$ cat src/rtl/wbl_pkg.sv
package wbl_pkg;
  typedef enum logic [1:0] {PH_IDLE, PH_COUNT, PH_LOAD, PH_DRAIN} phase_t;
  localparam logic [7:0] CONFIRM_CODE = 8'hD0;
  localparam logic [7:0] ERR_SEQ      = 8'h10;
  localparam logic [7:0] ERR_LOCKED   = 8'h12;
endpackage

$ cat src/rtl/wbl_stage_ram.sv
module wbl_stage_ram #(
  parameter int DW    = 32,
  parameter int WORDS = 32,
  localparam int IW   = $clog2(WORDS)
) (
  input  logic          clk,
  input  logic          rst,
  input  logic          clr,
  input  logic          we,
  input  logic [IW-1:0] waddr,
  input  logic [DW-1:0] wdata,
  input  logic [IW-1:0] rd_idx,
  output logic [DW-1:0] rdata,
  output logic          rvalid
);
  logic [DW-1:0]    mem [WORDS];
  logic [WORDS-1:0] filled;

  // Plain array: no reset, one write port and one registered read port.
  always_ff @(posedge clk) begin
    if (we) mem[waddr] <= wdata;
    rdata <= mem[rd_idx];
  end

  // Per-slot fill flags give the zero-cleared view without wiping the array.
  always_ff @(posedge clk) begin
    if (rst || clr) begin
      filled <= '0;
      rvalid <= 1'b0;
    end else begin
      if (we) filled[waddr] <= 1'b1;
      rvalid <= filled[rd_idx];
    end
  end
endmodule

$ cat src/rtl/wbl_window.sv
module wbl_window #(
  parameter int WAW   = 18,
  parameter int WORDS = 32,
  localparam int IW   = $clog2(WORDS),
  localparam int CW   = IW + 1
) (
  input  logic [WAW-1:0] addr_w,
  input  logic [WAW-1:0] base_w,
  input  logic           base_vld,
  input  logic [CW-1:0]  acc_cnt,
  input  logic [CW-1:0]  exp_len,
  output logic           accept,
  output logic [IW-1:0]  slot
);
  logic [WAW-1:0] diff;
  logic           in_win;

  always_comb begin
    diff   = addr_w - base_w;
    in_win = (addr_w >= base_w) && (diff < WAW'(WORDS));
    accept = !base_vld || (in_win && (acc_cnt < exp_len));
    slot   = base_vld ? diff[IW-1:0] : '0;
  end
endmodule

$ cat src/rtl/wbl_drain.sv
module wbl_drain #(
  parameter int AW    = 20,
  parameter int DW    = 32,
  parameter int WORDS = 32,
  localparam int IW   = $clog2(WORDS),
  localparam int CW   = IW + 1,
  localparam int WAW  = AW - 2
) (
  input  logic           clk,
  input  logic           rst,
  input  logic           go,
  input  logic [CW-1:0]  len,
  input  logic [WAW-1:0] base_w,
  output logic [IW-1:0]  rd_idx,
  input  logic [DW-1:0]  rdata,
  input  logic           rvalid,
  output logic           arr_we,
  output logic [AW-1:0]  arr_addr,
  output logic [DW-1:0]  arr_data,
  output logic           done
);
  logic           run;
  logic [IW-1:0]  idx, last_idx, s1_idx;
  logic [WAW-1:0] base_q;
  logic           s1_v, s1_last;

  assign rd_idx = idx;

  always_ff @(posedge clk) begin
    if (rst) begin
      run      <= 1'b0;
      idx      <= '0;
      last_idx <= '0;
      base_q   <= '0;
    end else if (go) begin
      run      <= 1'b1;
      idx      <= '0;
      last_idx <= IW'(len - CW'(1));
      base_q   <= base_w;
    end else if (run) begin
      if (idx == last_idx) run <= 1'b0;
      else                 idx <= idx + IW'(1);
    end
  end

  // Stage 1 lines up with the RAM read; stage 2 drives the array port.
  always_ff @(posedge clk) begin
    if (rst) begin
      s1_v     <= 1'b0;
      s1_last  <= 1'b0;
      s1_idx   <= '0;
      arr_we   <= 1'b0;
      arr_addr <= '0;
      arr_data <= '0;
      done     <= 1'b0;
    end else begin
      s1_v     <= run;
      s1_last  <= run && (idx == last_idx);
      s1_idx   <= idx;
      arr_we   <= s1_v;
      arr_addr <= {base_q + WAW'(s1_idx), 2'b00};
      arr_data <= (s1_v && rvalid) ? rdata : '0;
      done     <= s1_v && s1_last;
    end
  end
endmodule

$ cat src/rtl/wbuf_loader.sv
module wbuf_loader #(
  parameter int AW    = 20,
  parameter int WORDS = 32,
  localparam int DW   = 32,
  localparam int IW   = $clog2(WORDS),
  localparam int CW   = IW + 1,
  localparam int BW   = CW + 2,
  localparam int WAW  = AW - 2
) (
  input  logic          clk,
  input  logic          rst,
  input  logic          start_i,
  input  logic          wr_en_i,
  input  logic [AW-1:0] wr_addr_i,
  input  logic [DW-1:0] wr_data_i,
  output logic [AW-1:0] lock_addr_o,
  input  logic          lock_i,
  output logic          active_o,
  output logic          commit_o,
  output logic [AW-1:0] commit_base_o,
  output logic [BW-1:0] commit_bytes_o,
  output logic          arr_we_o,
  output logic [AW-1:0] arr_addr_o,
  output logic [DW-1:0] arr_data_o,
  output logic          done_o,
  output logic [7:0]    err_o
);
  import wbl_pkg::*;

  phase_t         ph;
  logic [CW-1:0]  exp_len, acc_cnt;
  logic [WAW-1:0] base_w;
  logic           base_vld;
  logic           accept;
  logic [IW-1:0]  slot, rd_idx;
  logic [DW-1:0]  rdata;
  logic           rvalid;
  logic           restart, load_wr, ram_we, confirm_ok, go;
  logic [CW-1:0]  req_len;
  logic           unused_lo;

  assign unused_lo = ^wr_addr_i[1:0];

  always_comb begin
    logic [16:0] n;
    n       = {1'b0, wr_data_i[15:0]} + 17'd1;
    req_len = (n > 17'(WORDS)) ? CW'(WORDS) : n[CW-1:0];
  end

  assign restart    = start_i && (ph != PH_DRAIN);
  assign load_wr    = (ph == PH_LOAD) && wr_en_i && !start_i;
  assign ram_we     = load_wr && accept;
  assign confirm_ok = wr_data_i[7:0] == CONFIRM_CODE;
  assign go         = load_wr && !accept && confirm_ok && !lock_i;

  assign lock_addr_o = {base_w, 2'b00};
  assign active_o    = ph != PH_IDLE;

  wbl_window #(.WAW(WAW), .WORDS(WORDS)) u_win (
    .addr_w(wr_addr_i[AW-1:2]), .base_w(base_w), .base_vld(base_vld),
    .acc_cnt(acc_cnt), .exp_len(exp_len), .accept(accept), .slot(slot)
  );

  wbl_stage_ram #(.DW(DW), .WORDS(WORDS)) u_ram (
    .clk(clk), .rst(rst), .clr(restart), .we(ram_we), .waddr(slot),
    .wdata(wr_data_i), .rd_idx(rd_idx), .rdata(rdata), .rvalid(rvalid)
  );

  wbl_drain #(.AW(AW), .DW(DW), .WORDS(WORDS)) u_drain (
    .clk(clk), .rst(rst), .go(go), .len(acc_cnt), .base_w(base_w),
    .rd_idx(rd_idx), .rdata(rdata), .rvalid(rvalid), .arr_we(arr_we_o),
    .arr_addr(arr_addr_o), .arr_data(arr_data_o), .done(done_o)
  );

  always_ff @(posedge clk) begin
    if (rst) begin
      ph             <= PH_IDLE;
      exp_len        <= '0;
      acc_cnt        <= '0;
      base_w         <= '0;
      base_vld       <= 1'b0;
      commit_o       <= 1'b0;
      commit_base_o  <= '0;
      commit_bytes_o <= '0;
      err_o          <= '0;
    end else begin
      commit_o <= 1'b0;
      err_o    <= '0;
      if (ph == PH_DRAIN) begin
        if (done_o) ph <= PH_IDLE;
      end else if (restart) begin
        ph       <= PH_COUNT;
        acc_cnt  <= '0;
        base_vld <= 1'b0;
      end else if (wr_en_i) begin
        unique case (ph)
          PH_COUNT: begin
            exp_len <= req_len;
            ph      <= PH_LOAD;
          end
          PH_LOAD: begin
            if (accept) begin
              acc_cnt <= acc_cnt + CW'(1);
              if (!base_vld) begin
                base_w   <= wr_addr_i[AW-1:2];
                base_vld <= 1'b1;
              end
            end else if (!confirm_ok) begin
              err_o <= ERR_SEQ;
              ph    <= PH_IDLE;
            end else if (lock_i) begin
              err_o <= ERR_LOCKED;
              ph    <= PH_IDLE;
            end else begin
              commit_o       <= 1'b1;
              commit_base_o  <= {base_w, 2'b00};
              commit_bytes_o <= {acc_cnt, 2'b00};
              ph             <= PH_DRAIN;
            end
          end
          default: ;
        endcase
      end
    end
  end
endmodule

$ cat config.mk
export PLATFORM = sky130hd
export DESIGN_NAME = wbuf_loader
export DESIGN_NICKNAME = d
export VERILOG_FILES = /design/src/rtl/wbl_pkg.sv /design/src/rtl/wbl_stage_ram.sv /design/src/rtl/wbl_window.sv /design/src/rtl/wbl_drain.sv /design/src/rtl/wbuf_loader.sv
export SDC_FILE = /design/constraint.sdc
export NUM_CORES = 1
export LEC_CHECK = 0
export ABC_AREA = 1
export CAP_MARGIN = 20
export CORE_MARGIN = 3
export CORE_UTILIZATION = 56
export DETAILED_ROUTE_END_ITERATION = 16
export PLACE_DENSITY = 0.74
export SLEW_MARGIN = 20
export SYNTH_ARGS = -nofsm -noshare
export SYNTH_HDL_FRONTEND = slang
export SYNTH_HIERARCHICAL = 1
export SYNTH_SLANG_ARGS = --single-unit
export TNS_END_PERCENT = 50
$ cat constraint.sdc
create_clock -name clk -period 13.6 [get_ports clk]
set_input_delay 2.72 -clock clk [delete_from_list [all_inputs] [get_ports clk]]
set_output_delay 2.72 -clock clk [all_outputs]
set_load 0.01 [all_outputs]
Word level (Yosys, flattened, before mapping)

Memory sizes are Yosys's and may differ from the RTL's. A register that Yosys moved wholly into a read port is not among the register bits.
Cells that the tools add are included.

Input bits: 57
Flip-flop bits (word level): 189
Output and inout port bits: 112
Memories: 1
RAM bits: 1024
Word-level logic and storage cells: 122

Reductions and logical operators: 35
Bitwise logic cells: 11
Multiplexer cells: 30
Eq/ne operators: 8
$add $sub $neg: 6
Order comparisons: 7

Memories:

| memory    | depth | bits a word | read ports | clocked after Yosys merged registers in | wr ports | RTL line            | text |
|---|---|---|---|---|---|---|---|
| u_ram.mem | 32    | 32          | 1          | 1                                       | 1        | wbl_stage_ram.sv:16 | `logic [DW-1:0] mem [WORDS];` |

Operators by type and width:

| kind                                                                          | number |
|---|---|
| 32-bit OR                                                                     | 1 |
| 6-bit 2-to-1 mux                                                              | 5 |
| 18-bit by 5-bit adder with 18-bit output                                      | 1 |
| 18-bit >= comparator                                                          | 1 |
| 18-bit by 6-bit less-than comparator with 1-bit output, second input constant | 1 |
| 18-bit subtractor                                                             | 1 |
| 16-bit by 1-bit adder with 17-bit output, second input constant               | 1 |
| 17-bit by 6-bit > comparator with 1-bit output, second input constant         | 1 |
| 5-bit 2-to-1 mux                                                              | 3 |
| 2-bit 2-to-1 mux                                                              | 7 |
| 1-bit logical AND                                                             | 13 |
| 5-bit by 6-bit less-than comparator with 1-bit output, second input constant  | 2 |
| 1-bit 2-to-1 mux                                                              | 12 |
| 4-bit AND reduction                                                           | 3 |
| 1-bit NOT                                                                     | 10 |
| 8-bit == test, second input constant                                          | 1 |
| 2-bit nonzero test                                                            | 4 |
| 7-bit AND reduction                                                           | 1 |
| 7-bit OR reduction                                                            | 1 |
| 6-bit by 1-bit adder with 6-bit output, second input constant                 | 1 |
| 6-bit less-than comparator                                                    | 1 |
| 6-bit AND reduction                                                           | 1 |
| 6-bit OR reduction                                                            | 1 |
| 5-bit by 1-bit adder with 5-bit output, second input constant                 | 1 |
| other kinds (17)                                                              | 23 |

Longest topological paths before layout

Gate-level depths: netlist (run 1).

Depth after elaboration: 10
Depth in mapped cells: 27
Mapped depth without buffers: 25

Hierarchy

Netlist (run 1), hierarchy kept.

By module, submodules not included:

| module        | instances | seq. area each (um2) | cells each | area each (um2) |
|---|---|---|---|---|
| wbl_stage_ram | 1         | 32050.7              | 3664       | 43614.3 |
| wbl_drain     | 1         | 1761.7               | 433        | 3344.5 |
| wbuf_loader   | 1         | 1201.2               | 408        | 2919.0 |
| wbl_window    | 1         | 0.0                  | 304        | 1514.0 |

Worst setup path after synthesis (run 1)

No wires, ideal clock.

Kind: input-to-reg
From: in wr_addr_i[2]
To: mem u_ram.mem[31][0], enable pin
Path buffers: 0
Required time: 13.178 ns
Slack: 6.871 ns
Setup time: 0.422 ns
Arrival time: 6.307 ns
Stages: 22
Cells stage by stage: inv_1 -> ha_1 -> fa_1 -> inv_1 -> nand2_1 -> nand2_1 -> nand3_2 -> nand2_2 -> nand2_2 -> nand2_2 -> nor2_2 -> nor2_2 -> nand3_1 -> nor2_1 -> nand3_1 -> nand2_1 -> nand3_1 -> nor2_4 -> inv_1 -> nor3_1 -> inv_1 -> nor2_1

Word-level cells in the longest chain between the ends: 8
Elaborated cells on any way between the ends: 10
Classes of those cells: 1 x add/sub; 2 x order compare; 3 x mux; 4 x reduce/logical

RTL lines:

| item                                                   | RTL line            | text |
|---|---|---|
| start: declaration                                     | wbuf_loader.sv:14   | `input logic [AW-1:0] wr_addr_i,` |
| 18-bit subtractor                                      | wbl_window.sv:19    | `diff = addr_w - base_w;` |
| 18-bit by 6-bit less-than comparator with 1-bit output | wbl_window.sv:20    | `in_win = (addr_w >= base_w) && (diff < WAW'(WORDS));` |
| 1-bit logical AND *                                    | wbl_window.sv:20    |  |
| 1-bit logical AND *                                    | wbl_window.sv:21    | `accept = !base_vld \|\| (in_win && (acc_cnt < exp_len));` |
| 1-bit logical OR *                                     | wbl_window.sv:21    |  |
| named net accept                                       | wbuf_loader.sv:34   | `logic accept;` |
| 1-bit logical AND *                                    | wbuf_loader.sv:52   | `assign ram_we = load_wr && accept;` |
| named net ram_we                                       | wbuf_loader.sv:38   | `logic restart, load_wr, ram_we, confirm_ok, go;` |
| 1-bit 2-to-1 mux *                                     | wbl_stage_ram.sv:21 | `if (we) mem[waddr] <= wdata;` |
| 1-bit 2-to-1 mux (not written as such) *               | wbl_stage_ram.sv:21 |  |
| end: declaration                                       | wbl_stage_ram.sv:16 |  |

The timed path passes the listed nets; every way through them passes the cells marked *.

Final worst setup path (run 1)

From: in wr_addr_i[2]
To: mem u_ram.mem[1][2], enable pin

Same word-level chain as after synthesis.

==> results of run 1 <==
## final cells by class
| type | count | area share (%) |
|---|---|---|
| Sequential cell | 1237 | 61.20 |
| Multi-Input combinational cell | 3091 | 24.48 |
| Clock inverter | 51 | 0.8568 |
| Tap cell | 1176 | 2.571 |
| Clock buffer | 172 | 5.814 |
| Inverter | 222 | 1.506 |
| Antenna cell | 3 | 0.01312 |
| Timing Repair Buffer | 221 | 3.559 |
## flip-flops by register name (all words and copies together) (netlist names), 2 cells and up
signal	count
acc_cnt	6
base_w	18
commit_base_o	18
commit_bytes_o	6
err_o	2
exp_len	6
ph	2
u_drain/arr_addr	18
u_drain/arr_data	32
u_drain/base_q	18
u_drain/last_idx	5
u_drain/rd_idx	5
u_drain/s1_idx	5
u_ram/filled	32
u_ram/mem	1024
u_ram/rdata	32
## routing by layer
metal	vias to the layer above	part of all wire (%)
met5	-	0
li1	16520	-
met4	0	3.9
met3	308	8.9
met1	16980	39
met2	1677	48
## cells by family (layout without fill, tap and decap cells)
| group | count (synthesis) | in the layout | synth area share, % |
|---|---|---|---|
| simple gates | 2855 | 2855 | 23.82 |
| other cells | 2 | 17 | 0.01461 |
| buf+inv | 493 | 666 | 5.159 |
| fa+ha+maj | 36 | 36 | 0.9057 |
| xor+xnor | 11 | 11 | 0.1875 |
| flops | 1237 | 1237 | 68.13 |
| compound gates | 175 | 175 | 1.782 |
## final timing paths
check,from,end,slack [ps]
worst min-delay path,u_ram/rdata[21],u_drain/arr_data[21],410
worst max-delay path,wr_addr_i[2],u_ram/mem[1][2],6380
worst max register to register,base_w[0],u_ram/mem[1][2],8470
worst min register to register,u_ram/rdata[21],u_drain/arr_data[21],410
## power by group through the flow
stage	Sequential (W)	Clock, W	Combinational (W)
floorplan	0.00419	0	0.0000831
global placement	0.00419	0	0.000174
detailed placement	0.00419	0	0.000176
CTS	0.00411	0.00324	0.000177
global route	0.00411	0.00339	0.000197
finish	0.00411	0.00320	0.000176
## cells in the final DEF (no fill, tap or decap), types with 7 or more instances in the layout
cell             instances
nor2_2                   8
nand2_2                 21
xor2_1                   9
inv_2                    9
inv_1                  208
clkdlybuf4s50_1        145
nand3_1                913
nor3_1                  39
nor2_1                 235
buf_2                    7
dfxtp_1                208
bufinv_16                7
clkbuf_8                13
buf_4                   65
edfxtp_1              1024
conb_1                  14
nand4_1                 13
and2_1                  34
nor2_4                  38
o21ai_1                 22
o21ai_0                 65
clkinv_2                19
a21oi_1                 76
clkbuf_1                39
ha_1                    34
nand2_1               1535
clkinv_1                14
clkbuf_16              120
## stage by stage
step	hold WS, ps	worst slack (ps)	power [W]	std cells	util, %
detailed placement	401.2	5708	0.004368	5946	59.00
CTS	411.0	6415	0.007531	6169	63.22
finish	411.6	6382	0.007491	6173	63.21
global placement	397.6	5862	0.004366	5946	59.00
global route	422.6	6172	0.007698	6171	63.20
floorplan	393.6	6871	0.004273	4821	-
## critical path, stage by stage
cell             delay (ps)
clkdlybuf4s50_1         470
inv_1                    40
ha_1                    190
fa_1                    370
inv_1                   140
nand2_1                  70
nand2_1                 130
nand3_1                 100
nand2_1                 110
nand2_1                  90
nand3_1                 110
nand2_1                  60
inv_1                    50
nand3_1                  80
nor2_1                  110
nand3_1                 150
nand2_1                 140
nand3_1                 190
nor2_4                  200
inv_1                   110
nor3_1                  180
inv_1                   350
nor2_4                  800
buf_4                   550
==> out/qor.txt, run 1 <==
Overflow after GRT -> 0
Critical Path Start Type -> input pin
Fin crit period -> 7218 ps
Die Span X -> 308.9 um
Critical Path Fanout Max -> 19
First-pass GRT wire length -> 194900 um
Cell Area, Synth -> 0.05139 sq mm
Most instantiated library cell after synthesis -> nand2_1
GR Util met3 -> 4.669%
Met1 global-route usage -> 35.63%
Clock Latency Late Sink -> 700 ps
Clock skew -> 40.48 ps
Average wire per standard cell -> 20.90 um
RSZ-0062 raised after global routing -> no
Reg clk slew, reported paths -> 60 ps
Initial DRC Count -> 3944
Most area-hungry cell type in the Yosys netlist -> edfxtp_1
Initial core utilization -> 56.75%
Synth top cells by count -> nand2_1 (1536), edfxtp_1 (1024), nand3_1 (913)
Setup TNS -> 0 ps
CTS resizes -> 0
DP HPWL -> 67120 um
Flop and latch count out of synthesis -> 1237
Ys flop type -> edfxtp_1
# clock sinks -> 1237
Clock network power share -> 42.8%
P_int -> 0.005986 W
Hold WC Path Type -> flip-flop to flip-flop
Critical path class -> input pin to flip-flop
IO Pins -> 169
EDFF count, synth -> 1024
Initial antenna violation count -> 3
Setup Viol. Count Final -> 0
Vias in the first global route -> 33590
Register area -> 0.03503 sq mm
Via density per instance -> 5.749
Max-slew headroom -> 1.120%
CTS root buf -> clkbuf_16
Met2 Use GR -> 44.36%
Routed WL -> 129000 um
Die ar. -> 0.09544 sq mm
R2R cell count -> 22
Sw frac -> 20.08%
Area share of the largest cell type after synthesis -> 59.83%
Core Footprint -> 0.09056 sq mm
Setup crit end kind -> flip-flop
Residual DRC -> 0
Max Clk Rate -> 0.1385 GHz
Die H -> 308.9 um
Switching Power -> 0.001504 W
Final ANT Viol Nets -> 0
Max clock buf depth -> 3
Unique masters post-synth -> 47
Cts hold-fix bufs -> 0
Comb power frac -> 2.4%
Leakage -> 21.06 nW
Top cells by area, synth -> edfxtp_1 (60%), nand2_1 (11%), nand3_1 (8.9%), dfxtp_1 (8.3%), nor2_1 (2.0%)
Gate Count Post-Synth -> 4809
GRT Util Overall -> 26.85%
Sequential area share after synthesis -> 68.13%
Share of cells above drive strength 1 -> 6.968%
Number of max-slew violations in the final report -> 0
Inserted Clock Buffers -> 118
H-tree lvl count -> 3
TritonRoute pass-1 iters -> 6
Busiest layer in global routing -> met2
Max Cap Viol -> 0
Area Overhead vs Synth -> 11.38%
PwrDens -> 130.9 mW/mm^2
Yosys warns -> 6
Fin crit share -> 53.07%
Routed vias -> 35490
Post-layout instance area -> 0.05724 sq mm
Slew @ Worst Pin -> 1483 ps
Status -> complete, no violations
DP Area -> 0.05344 sq mm
Post-synth ARST share -> 0%
Multi-input logic area -> 0.01401 sq mm
Sequential share of power -> 54.9%
# Post-CTS Setup Buffers -> 0
Row cnt -> 110
Filler Cells Inserted -> 6881
IO Port Bufs -> 152
Routability cong. -> 0.8633
CP arrival -> 7530 ps
Crit path required time -> 13910 ps
Worst vdd ir -> 0.0001096 V
Mean Syn Cell Area -> 10.69 sq um
Final #Nets -> 4984
Hold Fails Final Rpt -> 0
TritonCTS clock tree -> done
Hold Path Depth -> 2
Largest net degree at the start of global routing -> 226
Note: power is estimated with default switching activity, not from simulation.
==> run 2: changes to the inputs <==
CORE_UTILIZATION = 55   (was 56)
PLACE_DENSITY = 0.76   (was 0.74)
clock period = 5.9 ns   (was 13.6 ns; I/O delays follow)
==> run 2 against run 1 <==
  * Setup slack got worse by 5300 ps
  * Combinational power up 140%
  * Critical endpoint is now u_ram/mem[10][10]
  * Wire length up 0.51%
  * Largest power group unchanged
  * Sequential cell count stayed put
  * First-iteration DRC count increased by 0.58%
  * Highest routed layer is now met5
==> out/qor.txt, run 2 (synthesis results as in run 1) <==
Status -> complete, no violations
Setup Viol. Count Final -> 0 (unchanged)
Crit path required time -> 6240 ps (-7670 ps)
Inserted Clock Buffers -> 120 (+1.7%)
H-tree lvl count -> 3 (unchanged)
First-pass GRT wire length -> 196200 um (+0.65%)
Die Span X -> 311.7 um (+0.89%)
Cell chain of the critical path -> clkdlybuf4s50_1 > inv_1 > ha_1 > fa_1 > inv_1 > nand2_1 > nand2_1 > nand3_1 > nand2_1 > nand2_1 > nand3_1 > nand2_1 > inv_1 > nand3_1 > nor2_1 > nand3_1 > nand2_1 > nand3_1 > nor2_4 > inv_1 > nor3_1 > inv_1 > nor2_4 > buf_4
Routed WL -> 129700 um (+0.51%)
Via density per instance -> 5.685 (-1.1%)
RSZ-0062 raised after global routing -> no
Most frequent cells in the layout -> nand2_1 (1535), edfxtp_1 (1024), nand3_1 (913)
# Post-CTS Setup Buffers -> 0 (unchanged)
Setup crit end kind -> flip-flop
Fin crit period -> 4802 ps
# clock sinks -> 1237 (unchanged)
Residual DRC -> 0 (unchanged)
Clock Latency Late Sink -> 710 ps (about the same)
Clock skew -> 45.10 ps (+4.613 ps)
Initial DRC Count -> 3967 (+0.58%)
Critical Path Most Common Cell -> nand2_1
Max Clk Rate -> 0.2083 GHz
Die ar. -> 0.09714 sq mm (+1.8%)
Slowest CP cell -> clkdlybuf4s50_1
DP HPWL -> 73840 um (+10%)
Pre-CTS WS -> 426.1 ps (-5282 ps)
Row cnt -> 111 (+0.91%)
Commonest non-fill, non-tap cell in the layout -> nand2_1
GRT Util Overall -> 26.14% (-0.72 points)
Initial core utilization -> 55.73% (-1.0 points)
Max-slew headroom -> 28.44% (+27 points)
GR Util met3 -> 4.722% (+0.052 points)
Core Footprint -> 0.09222 sq mm (+1.8%)
TritonCTS clock tree -> done
Max clock buf depth -> 3 (unchanged)
Routed vias -> 35730 (+0.69%)
Power Total -> 0.01743 W (+130%)
Reg clk slew, reported paths -> 60 ps (about the same)
Met2 Use GR -> 43.30% (-1.1 points)
Largest register FFs -> 1024 (unchanged)
Vias in the first global route -> 34300 (+2.1%)
Initial antenna violation count -> 7 (+4)
Hold WC Path Type -> flip-flop to flip-flop
IO Port Bufs -> 152 (unchanged)
CTS resizes -> 0 (unchanged)
Routability cong. -> 0.8818 (+2.1%)
Util after Layout -> 62.98% (-0.23 points)
CTS root buf -> clkbuf_16
Average wire per standard cell -> 20.63 um (-1.3%)
Overflow after GRT -> 0 (unchanged)
DP Area -> 0.05417 sq mm (+1.4%)
Critical Path Fanout Max -> 17 (-2)
Largest Register -> u_ram/mem
Slew @ Worst Pin -> 1070 ps (-413.2 ps)
Leakage -> 21.41 nW (+1.7%)
Busiest layer in global routing -> met2
Slowest Stage Delay on Critical Path -> 490 ps (-310 ps)
CP arrival -> 5140 ps (-2390 ps)
Die H -> 311.7 um (+0.89%)
Critical path class -> input pin to flip-flop
PwrDens -> 300.1 mW/mm^2 (+130%)
Setup TNS -> 0 ps (unchanged)
Max Cap Viol -> 0 (unchanged)
Critical Path Start Type -> input pin
Number of max-slew violations in the final report -> 0 (unchanged)
Met1 global-route usage -> 34.65% (-0.98 points)
Final setup margin -> 1098 ps (-5284 ps)
Final #Nets -> 5025 (+0.82%)
Cts hold-fix bufs -> 0 (unchanged)
Hold Fails Final Rpt -> 0 (unchanged)
Largest net degree at the start of global routing -> 193 (-15%)
Share of cells above drive strength 1 -> 7.941% (+0.97 points)
Final ANT Viol Nets -> 0 (unchanged)
Post-layout instance area -> 0.05808 sq mm (+1.5%)
TritonRoute pass-1 iters -> 6 (unchanged)
IO Pins -> 169 (unchanged)
Fin crit share -> 81.39%
Area Overhead vs Synth -> 13.01%
Worst vdd ir -> 0.0002467 V (+130%)
## run 2: changes by cell type in the layout (fill, tap and decap cells not counted), sizes merged
cell,previous run,this run
clkinv,36,47
clkbuf,172,162
clkinvlp,5,4
clkdlybuf4s50,145,140
bufinv,7,9
inv,225,227
buf,76,120
diode,3,5
## run 2: worst max-delay path, delay by kind of cell
| kind | cells | cell delay (ps) |
|---|---|---|
| simple gates | 15 | 1820 |
| buf+inv | 7 | 1520 |
| fa+ha+maj | 2 | 590 |
## run 2: path summary, 6_finish.rpt
| kind | slack [ps] | cells after the start | start | endpoint |
|---|---|---|---|---|
| max | 1100 | 24 | wr_addr_i[2] | u_ram/mem[10][10] |
| min | 390 | 2 | u_drain/s1_last | u_drain/done |
| max reg2reg | 1670 | 22 | base_w[0] | u_ram/mem[10][10] |
| min reg2reg | 390 | 2 | u_drain/s1_last | u_drain/done |
## run 2: through the flow
step	hold slack [ps]	std cells
6_report	390.1	6285
5_1_grt	415.8	6281
4_1_cts	395.8	6280
3_5_place_dp	397.2	6053
3_3_place_gp	397.8	6053
2_1_floorplan	393.6	4821
## run 2: final cells by class
cell class / instances / area [sq um]
Inverter: 222 / 862.1
Clock buffer: 162 / 3308
Clock inverter: 65 / 620.6
Fill cell: 6965 / 34140
Timing Repair Buffer: 260 / 2673
Tap cell: 1243 / 1555
Multi-Input combinational cell: 3091 / 14010
Antenna cell: 5 / 12.51
Sequential cell: 1237 / 35030
## run 2: routing by layer
| layer | vias to the layer above | part of all wire, % |
|---|---|---|
| li1 | 16620 | - |
| met1 | 16900 | 38 |
| met2 | 1924 | 48 |
| met3 | 290 | 10 |
| met4 | 4 | 3.5 |
| met5 | - | 0.018 |
## run 2: power breakdown
group          leakage [nW]  internal [W]  switching, W
Combinational          8.55      0.000121      0.000308
Sequential             10.9       0.00946     0.0000178
Clock                  1.93       0.00433       0.00319
